$ cat config.mk
export PLATFORM = sky130hd
export DESIGN_NAME = gpl_port
export DESIGN_NICKNAME = d
export VERILOG_FILES = /design/src/rtl/gpl_pkg.sv /design/src/rtl/gpl_sync.sv /design/src/rtl/gpl_lock_fsm.sv /design/src/rtl/gpl_cfg_bank.sv /design/src/rtl/gpl_pin_drive.sv /design/src/rtl/gpl_port.sv
export SDC_FILE = /design/constraint.sdc
export NUM_CORES = 1
export LEC_CHECK = 0
export ABC_AREA = 1
export BUFFER_PORTS_ARGS = -buffer_cell sky130_fd_sc_hd__buf_2
export CORE_MARGIN = 3
export CORE_UTILIZATION = 35
export DETAILED_ROUTE_END_ITERATION = 16
export PLACE_DENSITY = 0.53
export SLEW_MARGIN = 25
export SYNTH_ARGS = -nofsm -noshare
export SYNTH_HDL_FRONTEND = slang
export SYNTH_SLANG_ARGS = --single-unit
$ cat constraint.sdc
create_clock -name clk -period 1.7 [get_ports clk]
set_input_delay 0.085 -clock clk [delete_from_list [all_inputs] [get_ports clk]]
set_output_delay 0.085 -clock clk [all_outputs]
set_load 0.02 [all_outputs]
$ cat src/rtl/gpl_pkg.sv
package gpl_pkg;

    // Per-pin field layout: [1:0] speed (00 = input), [3:2] sub-mode
    localparam logic [1:0] SPD_INPUT = 2'b00;
    localparam logic [1:0] IN_PULLED = 2'b10;
    localparam logic [3:0] CFG_RESET = 4'b0100;
    localparam int         FIELD_W   = 4;

    typedef enum logic [2:0] {
        LK_IDLE,
        LK_ARM1,
        LK_ARM0,
        LK_ARM2,
        LK_HELD
    } lk_state_e;

endpackage

$ cat src/rtl/gpl_sync.sv
module gpl_sync #(
    parameter int W = 16
) (
    input  logic         clk,
    input  logic         rst_n,
    input  logic [W-1:0] async_in,
    output logic [W-1:0] sync_out
);
    typedef struct packed {
        logic [W-1:0] s1;
        logic [W-1:0] s2;
    } sync_t;

    sync_t st_d, st_q;

    always_comb begin
        st_d    = st_q;
        st_d.s1 = async_in;
        st_d.s2 = st_q.s1;
    end

    always_ff @(posedge clk or negedge rst_n) begin
        if (!rst_n) st_q <= '0;
        else        st_q <= st_d;
    end

    assign sync_out = st_q.s2;
endmodule

$ cat src/rtl/gpl_lock_fsm.sv
module gpl_lock_fsm
    import gpl_pkg::*;
#(
    parameter int NPINS = 16
) (
    input  logic             clk,
    input  logic             rst_n,
    input  logic             wr_hit,
    input  logic             rd_hit,
    input  logic             wkey,
    input  logic [NPINS-1:0] wmask,
    output logic             locked,
    output logic [NPINS-1:0] lock_mask
);
    typedef struct packed {
        lk_state_e        state;
        logic [NPINS-1:0] seq_mask;
        logic             locked;
        logic [NPINS-1:0] mask;
    } lk_t;

    lk_t lk_d, lk_q;
    logic same_mask;

    assign same_mask = (wmask == lk_q.seq_mask);

    always_comb begin
        lk_d = lk_q;
        if (!lk_q.locked) begin
            unique case (lk_q.state)
                LK_IDLE: begin
                    if (wr_hit && wkey) begin
                        lk_d.state    = LK_ARM1;
                        lk_d.seq_mask = wmask;
                    end
                end
                LK_ARM1: begin
                    if (wr_hit)      lk_d.state = (!wkey && same_mask) ? LK_ARM0 : LK_IDLE;
                    else if (rd_hit) lk_d.state = LK_IDLE;
                end
                LK_ARM0: begin
                    if (wr_hit)      lk_d.state = (wkey && same_mask) ? LK_ARM2 : LK_IDLE;
                    else if (rd_hit) lk_d.state = LK_IDLE;
                end
                LK_ARM2: begin
                    if (wr_hit) begin
                        lk_d.state = LK_IDLE;
                    end else if (rd_hit) begin
                        lk_d.state  = LK_HELD;
                        lk_d.locked = 1'b1;
                        lk_d.mask   = lk_q.seq_mask;
                    end
                end
                default: lk_d.state = LK_IDLE;
            endcase
        end
    end

    always_ff @(posedge clk or negedge rst_n) begin
        if (!rst_n) lk_q <= '{state: LK_IDLE, seq_mask: '0, locked: 1'b0, mask: '0};
        else        lk_q <= lk_d;
    end

    assign locked    = lk_q.locked;
    assign lock_mask = lk_q.mask;
endmodule

$ cat src/rtl/gpl_cfg_bank.sv
module gpl_cfg_bank
    import gpl_pkg::*;
#(
    parameter int NPINS = 16,
    parameter int DW    = 32,
    localparam int PER_WORD = DW / FIELD_W,
    localparam int NCFG     = (NPINS + PER_WORD - 1) / PER_WORD
) (
    input  logic                     clk,
    input  logic                     rst_n,
    input  logic [NCFG-1:0]          cfg_we,
    input  logic [DW-1:0]            wdata,
    input  logic                     locked,
    input  logic [NPINS-1:0]         lock_mask,
    output logic [NPINS*FIELD_W-1:0] cfg
);
    typedef struct packed {
        logic [NPINS*FIELD_W-1:0] field;
    } cfg_t;

    cfg_t cfg_d, cfg_q;

    always_comb begin
        cfg_d = cfg_q;
        for (int i = 0; i < NPINS; i++) begin
            if (cfg_we[i / PER_WORD] && !(locked && lock_mask[i])) begin
                cfg_d.field[FIELD_W*i +: FIELD_W] = wdata[FIELD_W*(i % PER_WORD) +: FIELD_W];
            end
        end
    end

    always_ff @(posedge clk or negedge rst_n) begin
        if (!rst_n) cfg_q.field <= {NPINS{CFG_RESET}};
        else        cfg_q       <= cfg_d;
    end

    assign cfg = cfg_q.field;
endmodule

$ cat src/rtl/gpl_pin_drive.sv
module gpl_pin_drive
    import gpl_pkg::*;
#(
    parameter int NPINS = 16
) (
    input  logic [NPINS*FIELD_W-1:0] cfg,
    input  logic [NPINS-1:0]         out_val,
    output logic [NPINS-1:0]         oe,
    output logic [NPINS-1:0]         od,
    output logic [NPINS-1:0]         pu,
    output logic [NPINS-1:0]         pd
);
    for (genvar p = 0; p < NPINS; p++) begin : g_pin
        logic [FIELD_W-1:0] f;
        logic               is_out;
        logic               pulled;
        assign f      = cfg[FIELD_W*p +: FIELD_W];
        assign is_out = (f[1:0] != SPD_INPUT);
        assign pulled = !is_out && (f[3:2] == IN_PULLED);
        assign oe[p]  = is_out;
        assign od[p]  = is_out && f[2];
        assign pu[p]  = pulled && out_val[p];
        assign pd[p]  = pulled && !out_val[p];
    end
endmodule

$ cat src/rtl/gpl_port.sv
module gpl_port
    import gpl_pkg::*;
#(
    parameter int NPINS  = 16,
    parameter int DW     = 32,
    parameter int ADDR_W = 3
) (
    input  logic              clk,
    input  logic              rst_n,
    input  logic [ADDR_W-1:0] bus_addr,
    input  logic [DW-1:0]     bus_wdata,
    input  logic              bus_wr,
    input  logic              bus_rd,
    output logic [DW-1:0]     bus_rdata,
    input  logic [NPINS-1:0]  pin_in,
    output logic [NPINS-1:0]  pin_out,
    output logic [NPINS-1:0]  pin_oe,
    output logic [NPINS-1:0]  pin_od,
    output logic [NPINS-1:0]  pin_pu,
    output logic [NPINS-1:0]  pin_pd
);
    localparam int PER_WORD = DW / FIELD_W;
    localparam int NCFG     = (NPINS + PER_WORD - 1) / PER_WORD;
    localparam logic [ADDR_W-1:0] A_IN   = ADDR_W'(NCFG);
    localparam logic [ADDR_W-1:0] A_OUT  = ADDR_W'(NCFG + 1);
    localparam logic [ADDR_W-1:0] A_SET  = ADDR_W'(NCFG + 2);
    localparam logic [ADDR_W-1:0] A_CLR  = ADDR_W'(NCFG + 3);
    localparam logic [ADDR_W-1:0] A_LOCK = ADDR_W'(NCFG + 4);

    typedef struct packed {
        logic [NPINS-1:0] out;
        logic [DW-1:0]    rdata;
    } port_t;

    port_t pt_d, pt_q;

    logic [NPINS*FIELD_W-1:0] cfg_flat;
    logic [NCFG-1:0]          cfg_we;
    logic [NPINS-1:0]         in_sync;
    logic                     lk_locked;
    logic [NPINS-1:0]         lk_mask;
    logic                     lk_wr_hit, lk_rd_hit;
    logic                     rd_go;
    logic [DW-1:0]            cfg_word [NCFG];

    assign rd_go     = bus_rd && !bus_wr;
    assign lk_wr_hit = bus_wr && (bus_addr == A_LOCK);
    assign lk_rd_hit = rd_go && (bus_addr == A_LOCK);

    for (genvar k = 0; k < NCFG; k++) begin : g_we
        assign cfg_we[k] = bus_wr && (bus_addr == ADDR_W'(k));
    end

    always_comb begin
        for (int k = 0; k < NCFG; k++) begin
            cfg_word[k] = '0;
            for (int s = 0; s < PER_WORD; s++) begin
                if (k * PER_WORD + s < NPINS) begin
                    cfg_word[k][FIELD_W*s +: FIELD_W] = cfg_flat[FIELD_W*(k*PER_WORD+s) +: FIELD_W];
                end
            end
        end
    end

    gpl_sync #(.W(NPINS)) u_sync (
        .clk      (clk),
        .rst_n    (rst_n),
        .async_in (pin_in),
        .sync_out (in_sync)
    );

    gpl_lock_fsm #(.NPINS(NPINS)) u_lock (
        .clk       (clk),
        .rst_n     (rst_n),
        .wr_hit    (lk_wr_hit),
        .rd_hit    (lk_rd_hit),
        .wkey      (bus_wdata[NPINS]),
        .wmask     (bus_wdata[NPINS-1:0]),
        .locked    (lk_locked),
        .lock_mask (lk_mask)
    );

    gpl_cfg_bank #(.NPINS(NPINS), .DW(DW)) u_cfg (
        .clk       (clk),
        .rst_n     (rst_n),
        .cfg_we    (cfg_we),
        .wdata     (bus_wdata),
        .locked    (lk_locked),
        .lock_mask (lk_mask),
        .cfg       (cfg_flat)
    );

    gpl_pin_drive #(.NPINS(NPINS)) u_drive (
        .cfg     (cfg_flat),
        .out_val (pt_q.out),
        .oe      (pin_oe),
        .od      (pin_od),
        .pu      (pin_pu),
        .pd      (pin_pd)
    );

    always_comb begin
        pt_d = pt_q;
        if (bus_wr) begin
            if (bus_addr == A_OUT) pt_d.out = bus_wdata[NPINS-1:0];
            if (bus_addr == A_SET) pt_d.out = pt_q.out | bus_wdata[NPINS-1:0];
            if (bus_addr == A_CLR) pt_d.out = pt_q.out & ~bus_wdata[NPINS-1:0];
        end
        if (rd_go) begin
            pt_d.rdata = '0;
            for (int k = 0; k < NCFG; k++) begin
                if (bus_addr == ADDR_W'(k)) pt_d.rdata = cfg_word[k];
            end
            if (bus_addr == A_IN)  pt_d.rdata[NPINS-1:0] = in_sync;
            if (bus_addr == A_OUT) pt_d.rdata[NPINS-1:0] = pt_q.out;
            if (bus_addr == A_LOCK) begin
                pt_d.rdata[NPINS-1:0] = lk_mask;
                pt_d.rdata[NPINS]     = lk_locked;
            end
        end
    end

    always_ff @(posedge clk or negedge rst_n) begin
        if (!rst_n) pt_q <= '0;
        else        pt_q <= pt_d;
    end

    assign bus_rdata = pt_q.rdata;
    assign pin_out   = pt_q.out;
endmodule

**Yosys cells after proc, flatten, opt, wreduce, memory -nomap -nowiden**

Index checks and enable logic that the tools add are counted.

- Bits in registers: 180
- Latch bits: 0
- RAM bits: 0
- Memory bits (read-only): 0
- Output and inout port bits: 112
- Memories kept: 0

- Add/subtract/negate cells: 0
- $mul: 0
- Div/mod/pow operators: 0
- Magnitude comparators: 0
- Equality and inequality tests: 28
- Shift operators: 0
- Multiplexer cells: 21
- Bitwise gates (word level): 5
- Reduce and logical (&&, ||, !) cells: 177

Operator list:

| cell | count |
|---|---|
| logical AND 1 bit | 104 |
| two-way mux 17 bit | 5 |
| two-way mux 16 bit | 5 |
| two-way mux 32 bit | 2 |
| zero test 1 bit | 50 |
| == test 2 bit, second input constant | 16 |
| nonzero test 2 bit | 16 |
| two-way mux 19 bit | 1 |
| bitwise AND 16 bit | 1 |
| == test 16 bit | 1 |
| NOT 16 bit | 1 |
| bitwise OR 16 bit | 1 |
| two-way mux 3 bit | 5 |
| == test 3 x 2 -> 1 bit, second input constant | 4 |
| one-hot mux 3 bit (4 select lines) | 1 |
| == test 3 bit, second input constant | 3 |
| == test 3 x 1 -> 1 bit, second input constant | 2 |
| zero test 3 bit | 2 |
| AND reduction 3 bit | 2 |
| two-way mux 2 bit | 2 |
| AND reduction 4 bit | 1 |
| != test 3 x 2 -> 1 bit, second input constant | 1 |
| nonzero test 3 bit | 1 |
| != test 2 x 1 -> 1 bit, second input constant | 1 |
| other kinds (2) | 3 |

**Logic depth before layout (Yosys ltp)**

- Word-level depth: 7
- Gate-level depth with buffers: 12
- Depth with buffers taken out: 12

**Modules after synthesis**

Synthesis repeated with hierarchy kept, for this count alone.

- Cells, all modules: 1227
- Area total of the unflattened synthesis: 9187.6 um^2

Modules (own cells, without submodules):

| module | instances | cells an instance | area an instance (um^2) | seq. area each (um^2) |
|---|---|---|---|---|
| gpl_port | 1 | 465 | 2966.6 | 1201.2 |
| gpl_cfg_bank | 1 | 298 | 2755.1 | 1621.6 |
| gpl_lock_fsm | 1 | 256 | 1904.3 | 900.9 |
| gpl_sync | 1 | 32 | 800.8 | 800.8 |
| gpl_pin_drive | 1 | 176 | 760.7 | 0.0 |

**Worst setup path before layout**

No wires, ideal clock.

- Path kind: register to register
- Start point: register u_lock.lk_q[33] (netlist bit)
- End point: register u_lock.lk_q[34] (netlist bit)
- Library setup time: 0.126 ns
- Arrival: 1.293 ns
- Data required time: 1.574 ns
- Slack: 0.281 ns
- Cell stages (with the launch flop): 8
- Period minus slack after synthesis: 1.419 ns
- Path through: dfrtp_1 inv_1 nor3_1 nand2_1 o21ai_0 nor2_2 nand3_1 o21ai_0

- Cells in the longest elaborated chain, start to end: 3
- Elaborated cells between the ends (all ways): 8
- Those cells by class: 5 x eq/ne; 1 x mux; 2 x reduce/logical

RTL lines:

| item | line | source |
|---|---|---|
| from (decl) | gpl_lock_fsm.sv:22 | `lk_t lk_d, lk_q;` |
| from (signal assigned) | gpl_lock_fsm.sv:60 | `if (!rst_n) lk_q <= '{state: LK_IDLE, seq_mask: '0, locked: 1'b0, mask: '0};` |
| from (signal assigned) | gpl_lock_fsm.sv:61 | `else lk_q <= lk_d;` |
| == test 3 x 2 -> 1 bit or zero test 3 bit (tied branches) | gpl_lock_fsm.sv:30 | `unique case (lk_q.state)` |
| != test 3 x 2 -> 1 bit (no source line) or != test 2 x 1 -> 1 bit (tied branches) | - |  |
| AND reduction 3 bit (no source line) | - |  |

Several ways; a longest one is shown, not always the timed one.
A chain may end at the register's enable or synchronous reset.

**Worst setup path in the final report**

- Start point: register u_cfg.cfg_q, in the netlist u_cfg.cfg[48]
- End point: output pin_pu[12]

- Cells in the longest elaborated chain, start to end: 4

RTL lines:

| item | line | source |
|---|---|---|
| from (decl) | gpl_cfg_bank.sv:21 | `cfg_t cfg_d, cfg_q;` |
| from (signal assigned) | gpl_cfg_bank.sv:34 | `else cfg_q <= cfg_d;` |
| nonzero test 2 bit | gpl_pin_drive.sv:18 | `assign is_out = (f[1:0] != SPD_INPUT);` |
| zero test 1 bit | gpl_pin_drive.sv:19 | `assign pulled = !is_out && (f[3:2] == IN_PULLED);` |
| logical AND 1 bit | gpl_pin_drive.sv:19 |  |
| logical AND 1 bit | gpl_pin_drive.sv:22 | `assign pu[p] = pulled && out_val[p];` |
| to (decl) | gpl_port.sv:19 | `output logic [NPINS-1:0] pin_pu,` |

Every way passes these cells.

==> flow_metrics.py <==
metrics = {
    "power_and_ir_drop": {
        "power_leakage_nw": 5.15,
        "worst_ir_drop_vdd_v": 0.000628,
        "total_power_mw": 11.3,
        "power_density_mw_per_mm2": 1070,
    },
    "logic_synthesis": {
        "async_flop_share": 1.00,
        "synth.distinct_cells": 29,
        "netlist_area_mm2": 0.00811,
        "synth-main-ff-cell": "dfrtp_1",
        "synth.area.top_cells": "dfrtp_1 (51%), nand2_1 (8.1%), o21ai_0 (6.0%)",
        "synth_top_area_share": 0.506,
        "syn_nets": 985,
        "avgSynthCellArea_um2": 8.72,
        "synth_commonest_cells": "nand2_1 (175), dfrtp_1 (164), inv_1 (125)",
        "syn_inst": 930,
        "synth-edff-count": 0,
        "yosysWarnings": 0,
        "synth-seq-area-share": 0.558,
        "synth.most_common_cell": "nand2_1",
        "synth_top_area_cell": "dfrtp_1",
        "synth-seq-cells": 180,
    },
    "clock_network": {
        "worstSkewPairLatency_ns": 0.43,
        "cts_made_buffers": 17,
        "h-tree-depth": 4,
        "clk_pin_slew_ns": 0.07,
        "cts-root-buf": "clkbuf_16",
        "cts_tree": "built",
        "cts.sinks": 180,
        "clock_path_buffers": 2,
    },
    "setup_path": {
        "crit_path_end_kind": "primary output",
        "regToRegEndpoint": "u_lock.lk_q[26]$_DFFE_PN0P_",
        "required_ns": 1.62,
        "criticalPathCategory": "register to primary output",
        "start_kind": "register",
        "r2r_start": "u_lock.lk_q[35]$_DFFE_PN0P_",
        "startpoint": "u_cfg.cfg[48]$_DFFE_PN0P_",
        "arrival_ns": 1.55,
        "crit_fanout": 3,
        "r2r.worst_path.cells": 5,
        "setup.worst_path.end": "pin_pu[12]",
        "ff2ff_setup_slack_ns": 0.20,
    },
    "floorplan": {
        "io_pins": 167,
        "start_util": 0.357,
        "fp.dieArea_mm2": 0.0250,
        "core_mm2": 0.0227,
        "die_w_um": 158,
        "num_rows": 55,
        "die_y_um": 158,
    },
    "global_route": {
        "grt_start_max_net_pins": 65,
        "gr-total-overflow": 0,
        "use_met1": 0.297,
        "grt_pass1_vias": 6896,
        "grt_pass1_wl_mm": 39.1,
        "grt_busiest_layer": "met2",
        "grt_util_met2": 0.322,
        "track_usage": 0.204,
        "antenna_found_initial": 0,
        "grtUsageMet3": 0.0336,
    },
    "timing": {
        "min_period_ns": 1.64,
        "relSlewSlack": 0.622,
        "hold_viol_final": 0,
        "skew_ns": 0.0104,
        "setup_tns_ns": 0,
        "final_max_slew_viol_count": 0,
        "rsz0062_at_grt": "false",
        "timing.hold.ws_ns": 0.0972,
        "max_freq_mhz": 611,
        "worst_pin_slew_ns": 0.563,
        "setup_viol": 0,
        "fin_crit_sh": 0.962,
    },
    "routing": {
        "dr_total_vias": 7034,
        "wl_per_cell_um": 17.2,
        "antenna_left": 0,
        "firstDrtPassIters": 5,
        "vias_per_cell": 4.83,
        "drc": 0,
        "initialDrtViolationCount": 489,
        "wl_mm": 25.1,
    },
    "placement": {
        "dpl.cell_count": 1375,
        "port_buffers": 166,
        "gp_congestion": 0.820,
        "placedInstanceArea_mm2": 0.00939,
        "place_hpwl_mm": 17.9,
    },
    "run": {
        "drv_cap": 0,
    },
    "outcome": {
        "status": "complete, no violations",
    },
    "worst_hold_path": {
        "worstHoldPathType": "input pin to asynchronous set/reset pin",
    },
    "layout": {
        "fill_cells": 2283,
        "final_cells": 1456,
        "drive_gt1_frac": 0.267,
        "postLayoutCellArea_mm2": 0.0105,
        "diodes": 0,
        "fin_nets": 1213,
        "area.growth.synth_to_final_pct": 29.1,
    },
}
==> worst max-delay path, stage by stage, from the launching register on <==
cell and delay [ns]:
dfrtp_1 0.42, nor2_2 0.17, nand3_2 0.21, nor2_1 0.14, buf_2 0.18
==> routing by layer <==
| layer | share of wire | vias up |
|---|---|---|
| met1 | 0.48 | 3326 |
| met3 | 0.055 | 17 |
| met4 | 0.0086 | 0 |
| li1 | - | 3467 |
| met2 | 0.45 | 224 |
| met5 | 0 | - |
==> how the worst min path moves through the flow <==
stage	from	endpoint	slack, ns
after floorplan	rst_n	bus_rdata[0]$_DFFE_PN0N_	-0.21
after global placement	rst_n	u_sync.sync_out[4]$_DFF_PN0_	-0.01
after detailed placement	rst_n	u_sync.sync_out[4]$_DFF_PN0_	-0.01
after CTS	rst_n	u_cfg.cfg[19]$_DFFE_PN0P_	0.10
after global routing	rst_n	bus_rdata[4]$_DFFE_PN0N_	0.12
final	rst_n	u_sync.sync_out[4]$_DFF_PN0_	0.1
==> final cells by class <==
type	instances	area, um2	share of cell area
multi-input combinational	578	2900	0.277
tap	285	357	0.0341
inverter	130	488	0.0466
sequential	180	4520	0.432
timing repair buffer	251	1660	0.159
clock inverter	11	80.1	0.00765
clock buffer	21	460	0.0440
==> cells in the final DEF (no fill, tap or decap), types with 30 or more instances in the layout <==
master	n
buf_4	31
a21oi_1	76
inv_1	125
nor2_1	82
buf_2	165
nand2_1	174
o22ai_1	34
dlygate4sd3_1	49
nand3_1	30
o21ai_0	98
dfrtp_1	164
==> stage by stage <==
step	worst slack [ns]	util
4_1_cts	0.0185	0.460
2_1_floorplan	0.281	-
6_report	0.0643	0.461
3_3_place_gp	0.162	0.414
3_5_place_dp	0.108	0.414
5_1_grt	0.00253	0.461
==> sequential cells by signal (all words and copies together), names as in the netlist <==
signal	cells
bus_rdata	32
u_sync.sync_out	16
u_sync.st_d	16
u_lock.lock_mask	16
pin_out	16
u_lock.locked	1
u_cfg.cfg	64
u_lock.lk_q	19
==> power by group <==
part / switching, mW / leakage, nW / internal [mW]
clock: 1.74 / 0.255 / 1.95
combinational: 1.61 / 2.67 / 0.813
sequential: 0.301 / 2.23 / 4.83
total: 3.65 / 5.15 / 7.60
==> timing repair <==
action                                 4_1_cts  5_1_grt
hold buffers                                49        0
resized for setup                            8        6
endpoints found under the hold margin      231        0
setup endpoints to repair                   11       12
setup buffers                                0        0
gates cloned                                 0        0
==> cell families (layout without fill, tap and decap cells) <==
logic type | after synthesis | after routing | synth area share
flip-flops | 180 | 180 | 0.558
AND/OR/NAND/NOR | 319 | 319 | 0.165
XOR/XNOR | 1 | 1 | 0.00108
AO/OA/AOI/OAI | 241 | 241 | 0.161
multiplexers | 17 | 17 | 0.0236
buffers and inverters | 172 | 413 | 0.0904
Power figures use the tool's default switching activity.
